## src/rtl/router_pkg.sv

```systemverilog
package router_pkg;
  localparam int DATA_W = 8;
  localparam int DEST_W = 2;
  localparam int NUM_CH = 3;
  localparam int SLOTS  = 1 << DEST_W;

  // strobes from the parser to the datapath
  typedef struct packed {
    logic              wrEn;     // store the captured byte
    logic [DEST_W-1:0] wrSel;    // channel to store into
    logic              parLoad;  // start a new check value with this byte
    logic              parAcc;   // fold this byte into the check value
    logic              parChk;   // this byte is the check byte
  } route_ctrl_t;
endpackage

```

## src/rtl/chan_fifo.sv

```systemverilog
module chan_fifo #(
  parameter int W     = 8,
  parameter int DEPTH = 16
) (
  input  logic         clk,
  input  logic         rst,
  input  logic         wrEn,
  input  logic [W-1:0] wrData,
  input  logic         rdEn,
  output logic [W-1:0] rdData,
  output logic         empty,
  output logic         full
);
  localparam int AW = (DEPTH > 1) ? $clog2(DEPTH) : 1;
  localparam int CW = $clog2(DEPTH + 1);

  logic [W-1:0]  mem [DEPTH];
  logic [AW-1:0] wrPtr, rdPtr;
  logic [CW-1:0] count;
  logic          doWrite, doRead;

  assign empty   = (count == '0);
  assign full    = (count == CW'(DEPTH));
  assign doWrite = wrEn && !full;
  assign doRead  = rdEn && !empty;

  always_ff @(posedge clk) begin
    if (doWrite) mem[wrPtr] <= wrData;
  end

  always_ff @(posedge clk) begin
    if (rst) begin
      wrPtr  <= '0;
      rdPtr  <= '0;
      count  <= '0;
      rdData <= '0;
    end else begin
      if (doWrite) wrPtr <= (wrPtr == AW'(DEPTH - 1)) ? '0 : wrPtr + 1'b1;
      if (doRead) begin
        rdData <= mem[rdPtr];
        rdPtr  <= (rdPtr == AW'(DEPTH - 1)) ? '0 : rdPtr + 1'b1;
      end
      unique case ({doWrite, doRead})
        2'b10:   count <= count + 1'b1;
        2'b01:   count <= count - 1'b1;
        default: count <= count;
      endcase
    end
  end
endmodule

```

## src/rtl/pkt_ctrl.sv

```systemverilog
module pkt_ctrl
  import router_pkg::*;
(
  input  logic              clk,
  input  logic              rst,
  input  logic              capValid,
  input  logic [DEST_W-1:0] capDest,
  input  logic [NUM_CH-1:0] chanFull,
  output route_ctrl_t       ctrl,
  output logic              busy
);
  localparam logic [DEST_W-1:0] DROP_ADDR = DEST_W'(NUM_CH);

  typedef enum logic [1:0] { ST_HEAD, ST_BODY, ST_DROP } parse_t;

  parse_t            state, nextState;
  logic [DEST_W-1:0] destQ;
  logic [SLOTS-1:0]  fullPad;

  assign fullPad = SLOTS'(chanFull);

  always_comb begin
    ctrl      = '0;
    nextState = state;
    unique case (state)
      ST_HEAD: begin
        if (capValid) begin
          if (capDest >= DROP_ADDR) begin
            nextState = ST_DROP;
          end else begin
            ctrl.wrEn    = 1'b1;
            ctrl.wrSel   = capDest;
            ctrl.parLoad = 1'b1;
            nextState    = ST_BODY;
          end
        end
      end
      ST_BODY: begin
        ctrl.wrEn  = 1'b1;
        ctrl.wrSel = destQ;
        if (capValid) begin
          ctrl.parAcc = 1'b1;
        end else begin
          ctrl.parChk = 1'b1;
          nextState   = ST_HEAD;
        end
      end
      ST_DROP: begin
        if (!capValid) nextState = ST_HEAD;
      end
      default: nextState = ST_HEAD;
    endcase
  end

  always_ff @(posedge clk) begin
    if (rst) begin
      state <= ST_HEAD;
      destQ <= '0;
    end else begin
      state <= nextState;
      if (state == ST_HEAD && capValid) destQ <= capDest;
    end
  end

  assign busy = (state == ST_BODY) ? fullPad[destQ] : (|chanFull);
endmodule

```

## src/rtl/pkt_datapath.sv

```systemverilog
module pkt_datapath
  import router_pkg::*;
#(
  parameter int FIFO_DEPTH = 16
) (
  input  logic                     clk,
  input  logic                     rst,
  input  logic [DATA_W-1:0]        inData,
  input  logic                     inValid,
  input  route_ctrl_t              ctrl,
  input  logic [NUM_CH-1:0]        chanRead,
  output logic                     capValid,
  output logic [DEST_W-1:0]        capDest,
  output logic [NUM_CH-1:0]        chanFull,
  output logic [NUM_CH-1:0]        chanValid,
  output logic [NUM_CH*DATA_W-1:0] chanData,
  output logic                     parityErr,
  output logic                     overflow
);
  logic [DATA_W-1:0] capData;
  logic [DATA_W-1:0] parAccQ;
  logic [SLOTS-1:0]  fullPad;

  // input bytes are taken on the falling edge
  always_ff @(negedge clk) begin
    if (rst) begin
      capValid <= 1'b0;
      capData  <= '0;
    end else begin
      capValid <= inValid;
      capData  <= inData;
    end
  end

  assign capDest = capData[DEST_W-1:0];
  assign fullPad = SLOTS'(chanFull);

  always_ff @(posedge clk) begin
    if (rst) begin
      parAccQ   <= '0;
      parityErr <= 1'b0;
      overflow  <= 1'b0;
    end else begin
      parityErr <= ctrl.parChk && (capData != parAccQ);
      overflow  <= ctrl.wrEn && fullPad[ctrl.wrSel];
      if (ctrl.parLoad)     parAccQ <= capData;
      else if (ctrl.parAcc) parAccQ <= parAccQ ^ capData;
    end
  end

  for (genvar g = 0; g < NUM_CH; g++) begin : g_chan
    logic emptyQ;
    logic selHit;
    assign selHit = ctrl.wrEn && (ctrl.wrSel == DEST_W'(g));
    chan_fifo #(.W(DATA_W), .DEPTH(FIFO_DEPTH)) u_fifo (
      .clk    (clk),
      .rst    (rst),
      .wrEn   (selHit),
      .wrData (capData),
      .rdEn   (chanRead[g]),
      .rdData (chanData[g*DATA_W +: DATA_W]),
      .empty  (emptyQ),
      .full   (chanFull[g])
    );
    assign chanValid[g] = !emptyQ;
  end
endmodule

```

## src/rtl/pkt_router.sv

```systemverilog
module pkt_router
  import router_pkg::*;
#(
  parameter int FIFO_DEPTH = 16
) (
  input  logic                     clk,
  input  logic                     rst,
  input  logic [DATA_W-1:0]        inData,
  input  logic                     inValid,
  output logic                     busy,
  output logic                     parityErr,
  output logic                     overflow,
  output logic [NUM_CH-1:0]        chanValid,
  input  logic [NUM_CH-1:0]        chanRead,
  output logic [NUM_CH*DATA_W-1:0] chanData
);
  route_ctrl_t       ctrl;
  logic              capValid;
  logic [DEST_W-1:0] capDest;
  logic [NUM_CH-1:0] chanFull;

  pkt_ctrl u_ctrl (
    .clk      (clk),
    .rst      (rst),
    .capValid (capValid),
    .capDest  (capDest),
    .chanFull (chanFull),
    .ctrl     (ctrl),
    .busy     (busy)
  );

  pkt_datapath #(.FIFO_DEPTH(FIFO_DEPTH)) u_dp (
    .clk       (clk),
    .rst       (rst),
    .inData    (inData),
    .inValid   (inValid),
    .ctrl      (ctrl),
    .chanRead  (chanRead),
    .capValid  (capValid),
    .capDest   (capDest),
    .chanFull  (chanFull),
    .chanValid (chanValid),
    .chanData  (chanData),
    .parityErr (parityErr),
    .overflow  (overflow)
  );
endmodule

```

## config.mk

```make
export PLATFORM = sky130hd
export DESIGN_NAME = pkt_router
export DESIGN_NICKNAME = d
export VERILOG_FILES = /design/src/rtl/router_pkg.sv /design/src/rtl/chan_fifo.sv /design/src/rtl/pkt_ctrl.sv /design/src/rtl/pkt_datapath.sv /design/src/rtl/pkt_router.sv
export SDC_FILE = /design/constraint.sdc
export NUM_CORES = 1
export LEC_CHECK = 0
export ABC_AREA = 1
export BUFFER_PORTS_ARGS = -buffer_cell sky130_fd_sc_hd__buf_2
export CORE_AREA = 5 5 197 199
export DETAILED_ROUTE_END_ITERATION = 12
export DIE_AREA = 0 0 202 204
export PLACE_DENSITY_LB_ADDON = 0.1
export SYNTH_ARGS = -nofsm -noshare
export SYNTH_HDL_FRONTEND = slang
export SYNTH_SLANG_ARGS = --single-unit
```

## constraint.sdc

```tcl
create_clock -name clk -period 3.09 [get_ports clk]
set_input_delay 0.309 -clock clk [delete_from_list [all_inputs] [get_ports clk]]
set_output_delay 0.309 -clock clk [all_outputs]
set_load 0.01 [all_outputs]
```

* Word-level counts from Yosys, hierarchy flattened
Memories as Yosys holds them, arrays and structs flattened. A register that Yosys moved wholly into a read port is not among the register bits.
Index checks and enable logic that the tools add are counted.
** Storage, ports and cells
- Memories :: 3
- Register bits after elaboration :: 62
- ROM bits :: 0
- Bits in latches :: 0
- Logic and storage cells :: 120
- Bits in writable memories :: 384
- Input bits :: 14
** Memory list
- u_dp.g_chan[0].u_fifo.mem :: words 16, bits a word 8, read ports 1, clocked after memory_dff 1, wr ports 1, RTL line chan_fifo.sv:17 : logic [W-1:0] mem [DEPTH];
- u_dp.g_chan[1].u_fifo.mem :: words 16, bits a word 8, read ports 1, clocked after memory_dff 1, wr ports 1, RTL line chan_fifo.sv:17
- u_dp.g_chan[2].u_fifo.mem :: words 16, bits a word 8, read ports 1, clocked after memory_dff 1, wr ports 1, RTL line chan_fifo.sv:17
** Operators by class
- $mul :: 0
- Div/mod/pow operators :: 0
- Add/subtract/negate cells :: 12
- Magnitude comparators :: 3
- Equality and inequality tests :: 22
- Muxes and demuxes :: 33
- Shifts and indexed selects :: 0
- Reduce and logical (&&, ||, !) cells :: 30
- Bitwise logic cells :: 1
** Operators by type and width (count)
- 4-bit two-way mux :: 8
- 5-bit one-hot mux with 2 select lines :: 3
- 4-bit by 1-bit adder with 4-bit output (second input constant) :: 6
- 4-bit == test (second input constant) :: 6
- 8-bit two-way mux :: 2
- 5-bit by 1-bit adder with 5-bit output (second input constant) :: 3
- 5-bit == test (second input constant) :: 3
- 5-bit zero test :: 3
- 5-bit by 1-bit subtractor with 5-bit output (second input constant) :: 3
- 1-bit logical AND :: 12
- 1-bit two-way mux :: 12
- 2-bit by 1-bit == test with 1-bit output (second input constant) :: 5
- 2-bit == test (second input constant) :: 5
- 2-bit two-way mux :: 4
- 8-bit != test :: 1
- 2-bit nonzero test :: 4
- 8-bit bitwise XOR :: 1
- 1-bit zero test :: 6
- 2-bit by 3-bit less-than comparator with 1-bit output (second input constant) :: 2
- 3-bit one-hot mux with 2 select lines :: 1
- 1-bit binary-select mux with 2-bit select :: 2
- 2-bit zero test :: 2
- 2-bit one-hot mux with 2 select lines :: 1
- 3-bit OR reduction :: 1
- other kinds (5) :: 5

* Longest topological paths before layout
- Word-level depth :: 9
- Mapped depth :: 19
- Depth with buffers taken out :: 18

* By module
Synthesis repeated with hierarchy kept, for this count alone.
** Second synthesis, totals
- Cell total of the unflattened synthesis :: 2145
- Area, all modules :: 20647.3 um2
** Modules (own cells, without submodules)
- chan_fifo at u_dp.g_chan[1].u_fifo ... :: sequential area each 4264.1 um2, times used 2, cells each 647, area an instance 6453.7 um2
- chan_fifo at u_dp.g_chan[0].u_fifo :: sequential area each 4264.1 um2, times used 1, cells each 647, area an instance 6454.9 um2
- pkt_datapath :: sequential area each 380.4 um2, times used 1, cells each 149, area an instance 937.1 um2
- pkt_ctrl :: sequential area each 80.1 um2, times used 1, cells each 55, area an instance 347.8 um2

==> summary.md <==
The run finished, with violations left. The final reports fail on setup timing. Registers take 13300 um2. In this run the worst path has a maximum fanout of 4.

The global-route layer with the greatest usage is met2. The wire length per cell after detailed routing works out to 17.9 um. Each instance of the synthesized netlist takes up on average 9.76 um2. Timing analysis after detailed placement gives a worst setup slack of -614 ps. The tools report the global routing usage on met3 as 3.76%. TritonCTS built the clock tree. In this run the horizontal extent of the chip is 202 um. The effective utilization at floorplan was 55.8%. In the layout the commonest cells are 560 x nand2_1, 384 x edfxtp_1, 312 x inv_1, 302 x nand3_1, 77 x a21oi_1.

For the first-pass iteration count of the detailed router, the log shows 5. The placeable core region is 37000 um2. After detailed placement, the design holds a cell count of 2622. For the number of ports placed on the die boundary, the log shows 44. From synthesis to final layout, the design area changed by 18.7%.

The tools report the kind of end point of the critical path as a register. The logs give 20700 um2 for the cell area after synthesis and 35 for the unique cell type count in the Yosys netlist. The tools report the clock insertion delay at the later pin of the skew report as 600 ps.

The tools report the number of global-route vias before repair as 14300. The maximum level of the CTS H-tree is 2, and the row count is 71. The tools report the global-route wire length before repair as 76700 um. Max-cap violations in this run came to 0.

The tools report the headroom to the max-slew limit as 31.5%. The tightest min-delay check is of the primary input to register type. The synthesized netlist net count was 2164; the quantity of I/O buffers inserted on ports was 43. After detailed routing, the number of vias per cell comes to 5.30. The tree is rooted in a clkbuf_16. The synthesized design devotes to its leading area cell type 55.8% of total area. The sequential fraction of the synthesis area came out at 64.1%. Across the routed clock network, the largest skew measured is 54.7 ps.

The critical path's most frequent cell was nand2_1. The delay of the slowest cell on the worst path was 390 ps; the number of buffers added to fix hold violations after cts was 0. The die is 204 um tall. The combinational family with the most area after synthesis is simple AND/OR/NAND/NOR gates. The detailed-placement wirelength estimate was 30500 um. At the pin with the least slew margin, the transition time is 1030 ps.

The startpoint-to-endpoint class of the critical path was register to register. Setup repair after global routing could not meet its margin everywhere. STA puts the critical path data required time at 3580 ps.

The post-synthesis mux area share was 0%; the floorplan die area was 41200 um2. The least setup slack across all paths after layout is -579 ps. Initial detailed-routing violation count: 900.

Total count of max-transition violations in the final report: 0. The run gives 68 as the pin count of the biggest net entering global routing. The final layout contains 2272 nets.

The post-synthesis register bit count was 470. The worst-case clock buffer depth is 3. STA classifies the critical path startpoint as a register.

The worst-case IR drop observed on VDD is 0.582 mV. Clock transition at the registers of the reported paths: 60 ps. The logs give 2841 for the number of filler cells placed in the layout and 0 for the final count of hold timing violations.

TritonCTS created 47 clock buffers. Walking the worst path, the cells encountered are nand2_8, inv_8, nand3_4, nand2_4, nand3_4, ha_4, buf_4, ha_4, a21oi_4, nand2_1, nand2_1, nand3_2, nand2_1, nand2_1, nor2_1. In this run the remaining antenna-violating nets after routing total 0.

The global-route usage over all layers was 23.7%. For this design the ratio of total power to cell area is 764 nW/um2. Cell accounting for the most synthesized area: edfxtp_1. The multi-input combinational cells in the finished layout cover a total of 6620 um2. The most common cell after layout, fill and taps aside was nand2_1. Summed over all cells, the static leakage comes to 0.0102 uW. For this run, design rule violations remaining after detail routing come to 0.

For this design, the slowest cell found on the critical path is dfxtp_4. The critical path data arrival time came out at 4150 ps. After Yosys synthesis, XOR and XNOR cells account for 0.720% of the synthesized area. The tools report the global-route track usage on met1 as 30.4%. The congestion estimate from routability-driven global placement came to 0.837. The cell count after synthesis came out at 2118.

For this run, the number of Yosys warnings is 0. Of the total synthesized cell area, the portion taken by full adders, half adders and majority gates is 2.05%. The total number of vias is 14500, and the simple logic cell fraction of the synthesized area is 21.6%. For the filler-free cell count of the finished design, the log shows 2739.

By area the synthesized netlist is led by edfxtp_1 56%, nand2_1 10%, dfxtp_1 8.3%, nand3_1 7.6%, inv_1 5.7%. For the number of clock sinks seen by CTS, the log shows 470. The run gives 0 as the total global routing overflow. Cells with a size suffix above 1 make up 16.1% of the layout. The met2 layer usage reported by global route was 41.7%; the detailed-route wire length was 49100 um.

Setup violations remaining at the end of the flow were counted as 401. The post-synthesis compound-gate area fraction was 3.60%. The initial antenna violation count is 0.
==> worst max-delay path: cells and delay by family (launching register included) <==
family                     cells  cell delay (ps)
and+or+nand+nor               10              800
adders and majority gates      2              450
DFF                            1              390
buffers and inverters          2              250
AOI/OAI and AO/OA              1              130
==> cell type report <==
type | count | share of cell area [%]
Antenna cell | 1 | 0.0102
Clock buffer | 64 | 5.56
Clock inverter | 32 | 1.20
Inverter | 329 | 5.20
Multi-Input combinational cell | 1232 | 27.0
Sequential cell | 470 | 54.1
Tap cell | 474 | 2.42
Timing Repair Buffer | 137 | 4.56
==> power breakdown <==
part | switching [uW] | total [uW] | internal [uW]
registers | 260 | 7440 | 7180
clock network | 2350 | 5950 | 3610
logic | 3450 | 5360 | 1910
==> Yosys cell counts (all sizes together) <==
master / instances
a21oi: 86
buf: 62
clkbuf: 24
clkinv: 11
dfxtp: 86
edfxtp: 384
fa: 3
ha: 29
inv: 319
nand2: 584
nand3: 317
nand3b: 2
nand4: 5
nor2: 126
nor3: 5
o211ai: 3
o21a: 1
o21ai: 53
o31ai: 1
xnor2: 12
xor2: 5
==> cell families after synthesis <==
logic type,after synthesis
AND/OR/NAND/NOR,1039
flip-flops,470
buffers and inverters,416
AO/OA/AOI/OAI,144
adder cells (fa/ha/maj),32
XOR/XNOR,17
==> final timing paths <==
check | start | slack (ps) | to | cells after the start
setup reg to reg | u_dp.capValid | -580 | u_dp.g_chan[1].u_fifo.count[4] | 15
setup / recovery | u_dp.capValid | -580 | u_dp.g_chan[1].u_fifo.count[4] | 15
hold / removal | chanRead[0] | 190 | u_dp.g_chan[0].u_fifo.rdPtr[3] | 4
hold reg to reg | u_ctrl.state[1] | 470 | u_ctrl.state[1] | 2
==> through the flow <==
stage / TNS [ps] / util, % / total power [uW] / area (um2) / hold WS, ps
finish: -113140 / 66.3 / 18800 / 24500 / 190
global route: -139560 / 66.3 / 19800 / 24500 / 207
CTS: -121340 / 65.5 / 18600 / 24300 / 180
detailed placement: -145370 / 60.2 / 12500 / 22300 / 470
global placement: -127360 / 60.2 / 12400 / 22300 / 449
floorplan: -84090 / - / 10900 / 21300 / 439
==> state kept, by name, summed over array words and instances, names as in the netlist <==
| signal | cells |
|---|---|
| u_dp.capData | 8 |
| u_dp.capValid | 1 |
| u_dp.overflow | 1 |
| u_dp.g_chan.u_fifo.rdPtr | 12 |
| u_dp.g_chan.u_fifo.count | 15 |
| u_dp.g_chan.u_fifo.wrPtr | 12 |
| u_ctrl.state | 2 |
| u_dp.g_chan.u_fifo.rdData | 24 |
| u_dp.parityErr | 1 |
| u_dp.parAccQ | 8 |
| u_ctrl.destQ | 2 |
| u_dp.g_chan.u_fifo.mem | 384 |
==> metal layers <==
| layer | vias up | share of wire [%] | routed length, um |
|---|---|---|---|
| met2 | 396 | 51 | 25000 |
| met3 | 106 | 5.6 | 2780 |
| li1 | 7132 | - | - |
| met5 | - | 0 | 0 |
| met1 | 6886 | 41 | 20000 |
| met4 | 0 | 2.8 | 1360 |
==> timing repair <==
item | in CTS | in global routing
setup buffers | 15 | 12
gates cloned | 0 | 1
resized for setup | 44 | 58
endpoints found under the setup margin | 403 | 411
pin swaps | 30 | 31
Note: power is estimated with default switching activity, not from simulation.
